[src/rtl/fetch_pc_sequencer.sv]
module fetch_pc_sequencer #(
  parameter int          PC_W       = 32,
  parameter int          DISP_W     = 16,
  parameter logic [31:0] RESET_ADDR = 32'h0
) (
  input  logic                 clk,
  input  logic                 rst,
  input  logic                 adv_en,
  input  logic                 take_branch,
  input  logic                 take_jump,
  input  logic [DISP_W-1:0]    br_disp,
  input  logic [PC_W-7:0]      jmp_field,
  output logic [PC_W-1:0]      pc_out
);

  localparam int JUMP_W = PC_W - 6;
  localparam int EXT_W  = PC_W - DISP_W - 2;
  localparam logic [PC_W-1:0] START = {RESET_ADDR[PC_W-1:2], 2'b00};

  logic [PC_W-1:0] pc_q;
  logic [PC_W-1:0] seq_addr;
  logic [PC_W-1:0] br_offset;
  logic [PC_W-1:0] br_addr;
  logic [PC_W-1:0] jmp_addr;
  logic [PC_W-1:0] pc_d;

  assign seq_addr  = pc_q + PC_W'(4);
  assign br_offset = {{EXT_W{br_disp[DISP_W-1]}}, br_disp, 2'b00};
  assign br_addr   = seq_addr + br_offset;
  assign jmp_addr  = {seq_addr[PC_W-1:PC_W-4], jmp_field, 2'b00};

  always_comb begin
    if (take_jump)        pc_d = jmp_addr;
    else if (take_branch) pc_d = br_addr;
    else                  pc_d = seq_addr;
  end

  always_ff @(posedge clk) begin
    if (rst)         pc_q <= START;
    else if (adv_en) pc_q <= pc_d;
  end

  assign pc_out = pc_q;

  assert_stall_hold_R2: assert property (@(posedge clk) disable iff (rst)
    !adv_en |=> $stable(pc_out));

  assert_seq_step_R3: assert property (@(posedge clk) disable iff (rst)
    (adv_en && !take_jump && !take_branch) |=> pc_out == $past(pc_out) + PC_W'(4));

  assert_branch_target_R4: assert property (@(posedge clk) disable iff (rst)
    (adv_en && take_branch && !take_jump) |=>
      pc_out == $past(pc_out) + PC_W'(4) + {{EXT_W{$past(br_disp[DISP_W-1])}}, $past(br_disp), 2'b00});

  assert_jump_field_R5: assert property (@(posedge clk) disable iff (rst)
    (adv_en && take_jump) |=> pc_out[PC_W-5:2] == $past(jmp_field));

  assert_jump_over_branch_R6: assert property (@(posedge clk) disable iff (rst)
    (adv_en && take_jump && take_branch) |=> pc_out[JUMP_W+1:0] == {$past(jmp_field), 2'b00});

  assert_aligned_R8: assert property (@(posedge clk) disable iff (rst)
    pc_out[1:0] == 2'b00);

endmodule

[config.mk]
export PLATFORM = sky130hd
export DESIGN_NAME = fetch_pc_sequencer
export DESIGN_NICKNAME = d
export VERILOG_FILES = /design/src/rtl/fetch_pc_sequencer.sv
export SDC_FILE = /design/constraint.sdc
export NUM_CORES = 1
export LEC_CHECK = 0
export ABC_AREA = 1
export BUFFER_PORTS_ARGS = -buffer_cell sky130_fd_sc_hd__buf_2
export CAP_MARGIN = 20
export CORE_ASPECT_RATIO = 1.75
export CORE_UTILIZATION = 35
export CTS_BUF_LIST = sky130_fd_sc_hd__clkbuf_8
export DETAILED_ROUTE_END_ITERATION = 7
export PLACE_DENSITY = 0.63
export SYNTH_ARGS = -nofsm -noshare
export SYNTH_HDL_FRONTEND = slang
export SYNTH_SLANG_ARGS = --single-unit
[constraint.sdc]
create_clock -name clk -period 2.5 [get_ports clk]
set_input_delay 0.25 -clock clk [delete_from_list [all_inputs] [get_ports clk]]
set_output_delay 0.25 -clock clk [all_outputs]
set_load 0.005 [all_outputs]
After elaboration in Yosys (flattened, before gate mapping)
Cells that the tools add are included.

storage, ports and cells
  register bits = 32
  bits of input ports = 47
  word-level logic and storage cells = 5

operators by class
  add/subtract/negate cells = 2
  multiplexer cells = 2

operators with widths
  cell                                           count
  2-to-1 mux 32 bit                              2
  adder 32 x 3 -> 32 bit, second input constant  1
  adder 32 bit                                   1

Depth between registers and ports, before layout
  depth after elaboration = 4
  depth in mapped cells = 24
  mapped depth without buffers = 24

Worst setup path before layout
OpenSTA, ideal clock, no wires.

  kind = register -> register
  start = register pc_q[2], in the netlist pc_out[2]
  end = register pc_q[29], in the netlist pc_out[29]
  setup time = 0.070 ns
  arrival = 2.365 ns
  required time = 2.430 ns
  setup slack = 0.065 ns
  stages on the path, launching flop included = 18
  period minus slack after synthesis = 2.435 ns
  cells stage by stage = dfxtp_1 > ha_1 > nand3_1 > nor2_4 > nand2_1 > xor2_1 > inv_2 > ha_1 > nand2_1 > nand2_1 > o21bai_1 > a21oi_1 > nor2_1 > nor2_1 > nand2_1 > nand2_1 > nand3_1 > a21oi_1

between the ends
  longest elaborated chain between the ends = 4

RTL lines
  what                      line  text
  from (decl)               20    logic [PC_W-1:0] pc_q;
  from (signal assigned)    40    else if (adv_en) pc_q <= pc_d;
  adder 32 x 3 -> 32 bit *  27    assign seq_addr = pc_q + PC_W'(4);
  adder 32 bit              29    assign br_addr = seq_addr + br_offset;
  2-to-1 mux 32 bit         34    else if (take_branch) pc_d = br_addr;
  2-to-1 mux 32 bit *       33    if (take_jump) pc_d = jmp_addr;

Every way passes the cells marked *; elsewhere a longest branch is shown, timed or not.
A chain may end at the register's enable or synchronous reset.

Worst setup path in the final report
  start = register pc_q[8], in the netlist pc_out[8]
  end = register pc_q[29], in the netlist pc_out[29]

Same word-level chain as after synthesis.

==> out/qor.txt <==
POWER AND IR DROP
---------------------------------------------------------------------------------
IR Drop Worst-Case VDD                                                  0.1521 mV
Total power density per cell area                                    321.9 nW/um^2
Internal                                                               0.001436 W
Power share of the combinational group                                      0.624
Proportion of total power due to net switching                             0.4487
Share of total power in the clock network                                   0.157
Total chip power                                                       0.002605 W
Sequential power share                                                      0.219
Leakage component of the power                                           3.965 nW
Net switching power                                                    0.001169 W

CLOCKING
---------------------------------------------------------------------------------
Count of hold buffers inserted by post-cts repair                               0
Root cell of the clock tree                                          sky130_fd_sc_hd__clkbuf_8
H-tree Lvls                                                                     2
Number of clock buffers inserted by TritonCTS                                   5
Source-to-sink clock delay at the later pin of the worst-skew pair        0.30 ns
Clock sink total                                                               30
Buffer levels on the longest clock path                                         2
Clock tree from TritonCTS                                                   built
Clock transition at path regs                                             0.08 ns

STA
---------------------------------------------------------------------------------
Tmin final                                                               2.830 ns
Fin Setup TNS                                                           -4.291 ns
Setup WS post-layout                                                   -0.3303 ns
Post-route clock skew                                                  0.01492 ns
Count of endpoints failing hold in the final timing report                      0
Max Freq                                                                353.3 MHz
Number of slew-limit violations in the final report                             0
Setup repair after global routing missed its margin                           yes
Number of setup violations in the final report                                 20
Worst hold margin                                                       0.2190 ns
Transition time at the pin with the least slew margin                    1.014 ns
Tightest slew margin relative to the limit                                 0.3242
Period Utilization, post-route                                              1.132

DETAILED ROUTING
---------------------------------------------------------------------------------
Detailed Route Iter0 Violations                                               547
Antenna-violating nets left                                                     0
Overall via count from detail_route                                          6547
Per-cell routed wire length                                              18.65 um
Vias per cell                                                               5.442
DRC                                                                             0
Total wire length                                                        22440 um
Drt pass-1 iters                                                                8

PLACE
---------------------------------------------------------------------------------
Detailed Place HPWL                                                      14930 um
Final RePlAce weighted congestion                                          0.9530
Number of instances in the placed design                                     1158
Port Buf Inserts                                                               76

DIE
---------------------------------------------------------------------------------
Effective utilization at floorplan                                         0.3594
Die Span Y                                                               151.5 um
I/O pin count                                                                  79
Total Die Area                                                        13240 sq um
Die width                                                                87.41 um
Row count                                                                      54
Core area                                                             12430 sq um

FINAL LAYOUT
---------------------------------------------------------------------------------
Flip-flop count of the largest register after layout                           30
Layout Nets                                                                  1120
Fin util                                                                   0.6511
Final std cells w/o fill                                                     1203
Area overhead of the layout relative to synthesis                          81.15%
Ratio of cells with drive above 1 in the final layout                      0.5401
# diodes                                                                        0
Filler cell count                                                            1024

CRITICAL PATH
---------------------------------------------------------------------------------
Kind of start point of the critical path                                 register
FF-to-FF path depth                                                            20
RR Startpoint                                                           pc_out[8]
Critical Setup Path Class                                            register to register
Capturing element type of the critical path                              register
Reg-to-reg setup timing slack                                            -0.33 ns
Critical path arrival                                                     3.06 ns
Crit Path Max Fanout                                                            4
Worst endpoint required time                                              2.73 ns
Endpoint of the worst-slack reg-to-reg timing path                     pc_out[29]

LOGIC SYNTHESIS
---------------------------------------------------------------------------------
Async set-or-reset flop fraction in the synthesized netlist                     0
Most area-hungry cell type in the Yosys netlist                      sky130_fd_sc_hd__nand2_1
Post-synthesis instance total                                                 794
Leading register cell type out of synthesis                          sky130_fd_sc_hd__dfxtp_1
Most numerous cell in the Yosys netlist                              sky130_fd_sc_hd__nand2_1
Synthesized cell area                                                  4468 sq um
#FFs+latches synth                                                             30
Synth warnings                                                                  0
Area contributors post-synth                                         sky130_fd_sc_hd__nand2_1 (20%), sky130_fd_sc_hd__dfxtp_1 (13%), sky130_fd_sc_hd__ha_1 (10%), sky130_fd_sc_hd__a21oi_1 (9.3%), sky130_fd_sc_hd__inv_1 (8.5%)
Most common library cells after synthesis                            sky130_fd_sc_hd__nand2_1 (236), sky130_fd_sc_hd__inv_1 (101), sky130_fd_sc_hd__a21oi_1 (83), sky130_fd_sc_hd__nor2_1 (74), sky130_fd_sc_hd__nand3_1 (48)
Sequential element share of the synthesized area                           0.1344
EDFF count, synth                                                               0
Average instance area after synthesis                                 5.627 sq um
Library cells used by synthesis                                                41
Share of Yosys cell area claimed by the top area cell type                 0.1983

GLOBAL ROUTE
---------------------------------------------------------------------------------
Initial antenna violation count                                                 0
Pin count of the biggest net entering global routing                           32
Total global routing track utilization                                     0.3010
Number of global-route vias before repair                                    6131
GR Layer Usage met2                                                        0.5508
GR Layer Usage met3                                                       0.02600
Residual overflow from global routing                                           0
Grt peak-use layer                                                           met2
Wire length of the first global-routing pass                             29930 um
Fraction of met1 tracks used by global routing                             0.3101

RUN STATUS
---------------------------------------------------------------------------------
Status                                                               finished with violations
Violated checks                                                      setup timing

JOB
---------------------------------------------------------------------------------
Maxcap violations                                                               0

HOLD PATH
---------------------------------------------------------------------------------
Hold Startpoint                                                               rst
Path type of the worst min-delay path                                primary input to register
Hold endpoint                                                          pc_out[30]
Number of stages on the worst hold path                                         2

==> worst max-delay path by stage <==
| stage | startpoint | to | slack (ns) |
|---|---|---|---|
| floorplan | pc_out[2] | pc_out[29] | 0.06 |
| global placement | pc_out[24] | pc_out[29] | -0.61 |
| detailed placement | pc_out[24] | pc_out[29] | -0.55 |
| CTS | pc_out[8] | pc_out[29] | -0.21 |
| global route | pc_out[8] | pc_out[21] | -0.56 |
| finish | pc_out[8] | pc_out[29] | -0.33 |
==> per-layer routing <==
| layer | share of wire | vias to the layer above |
|---|---|---|
| met1 | 0.34 | 3013 |
| li1 | - | 3031 |
| met2 | 0.50 | 356 |
| met4 | 0.090 | 0 |
| met5 | 0 | - |
| met3 | 0.068 | 147 |
==> what timing repair did <==
| item | CTS | global route |
|---|---|---|
| buffers inserted | 24 | 14 |
| gates cloned | 0 | 0 |
| endpoints found under the setup margin | 24 | 24 |
| pin swaps | 61 | 63 |
| gates resized for setup | 246 | 140 |
==> through the flow <==
| step | instance area, sq um | worst slack [ns] |
|---|---|---|
| after floorplan | 4472 | 0.06498 |
| after global placement | 6015 | -0.6119 |
| after detailed placement | 6015 | -0.5526 |
| after CTS | 7371 | -0.2103 |
| after global routing | 8094 | -0.5599 |
| final | 8094 | -0.3303 |
==> cell families (layout without fill, tap and decap cells) <==
group | Yosys count | count (layout) | share of synthesized area
AOI/OAI and AO/OA | 161 | 161 | 0.1963
xor gates and xnor gates | 29 | 29 | 0.05685
adders and majority gates | 38 | 38 | 0.1081
buffers and inverters | 129 | 369 | 0.1112
DFF | 30 | 30 | 0.1344
other | 1 | 2 | 0.0008393
and+or+nand+nor | 406 | 406 | 0.3923
==> placed cells by master, fill, tap and decap left out, drive strengths merged <==
cell type / n
a211oi: 1
a21o: 4
a21oi: 87
a31oi: 6
and2: 1
and3: 1
buf: 252
clkbuf: 5
clkinv: 1
clkinvlp: 2
conb: 2
dfxtp: 30
fa: 1
ha: 37
inv: 109
nand2: 243
nand3: 48
nand3b: 2
nand4: 11
nor2: 81
nor3: 11
nor4: 2
o211a: 1
o211ai: 3
o21ai: 49
o21bai: 9
o22ai: 1
or2: 6
xnor2: 3
xor2: 26
==> critical path, cell delays in order (launching register included) <==
cell,delay [ns]
sky130_fd_sc_hd__dfxtp_4,0.39
sky130_fd_sc_hd__inv_2,0.09
sky130_fd_sc_hd__nor3_4,0.23
sky130_fd_sc_hd__nand2_2,0.10
sky130_fd_sc_hd__nor2_4,0.18
sky130_fd_sc_hd__buf_6,0.13
sky130_fd_sc_hd__nand3_1,0.11
sky130_fd_sc_hd__nand2_2,0.13
sky130_fd_sc_hd__inv_2,0.05
sky130_fd_sc_hd__ha_4,0.23
sky130_fd_sc_hd__buf_4,0.14
sky130_fd_sc_hd__nand3_1,0.09
sky130_fd_sc_hd__nand3_2,0.11
sky130_fd_sc_hd__buf_4,0.15
sky130_fd_sc_hd__nand2_1,0.06
sky130_fd_sc_hd__nand2_1,0.07
sky130_fd_sc_hd__nor2_2,0.14
sky130_fd_sc_hd__nand2_1,0.06
sky130_fd_sc_hd__nand2_1,0.06
sky130_fd_sc_hd__nand3_1,0.10
sky130_fd_sc_hd__a21oi_1,0.14
==> power groups by stage <==
stage	Clock, W	Sequential [W]	Combinational (W)
after detailed placement	0	0.000564	0.00110
after global routing	0.000426	0.000577	0.00174
final	0.000408	0.000571	0.00163
after floorplan	0	0.000576	0.000587
after CTS	0.000402	0.000566	0.00137
after global placement	0	0.000563	0.00109
==> area by class of cell <==
cell class / count / area, sq um / area share
multi-input cells: 636 / 4954 / 0.6120
flip-flops and latches: 30 / 654.4 / 0.08085
clock inverters: 2 / 15.01 / 0.001855
repair buffers: 252 / 1772 / 0.2189
clock buffers: 5 / 68.82 / 0.008502
well taps: 168 / 210.2 / 0.02597
inverters: 110 / 420.4 / 0.05194
No activity file was read; power rests on OpenSTA's default activity.
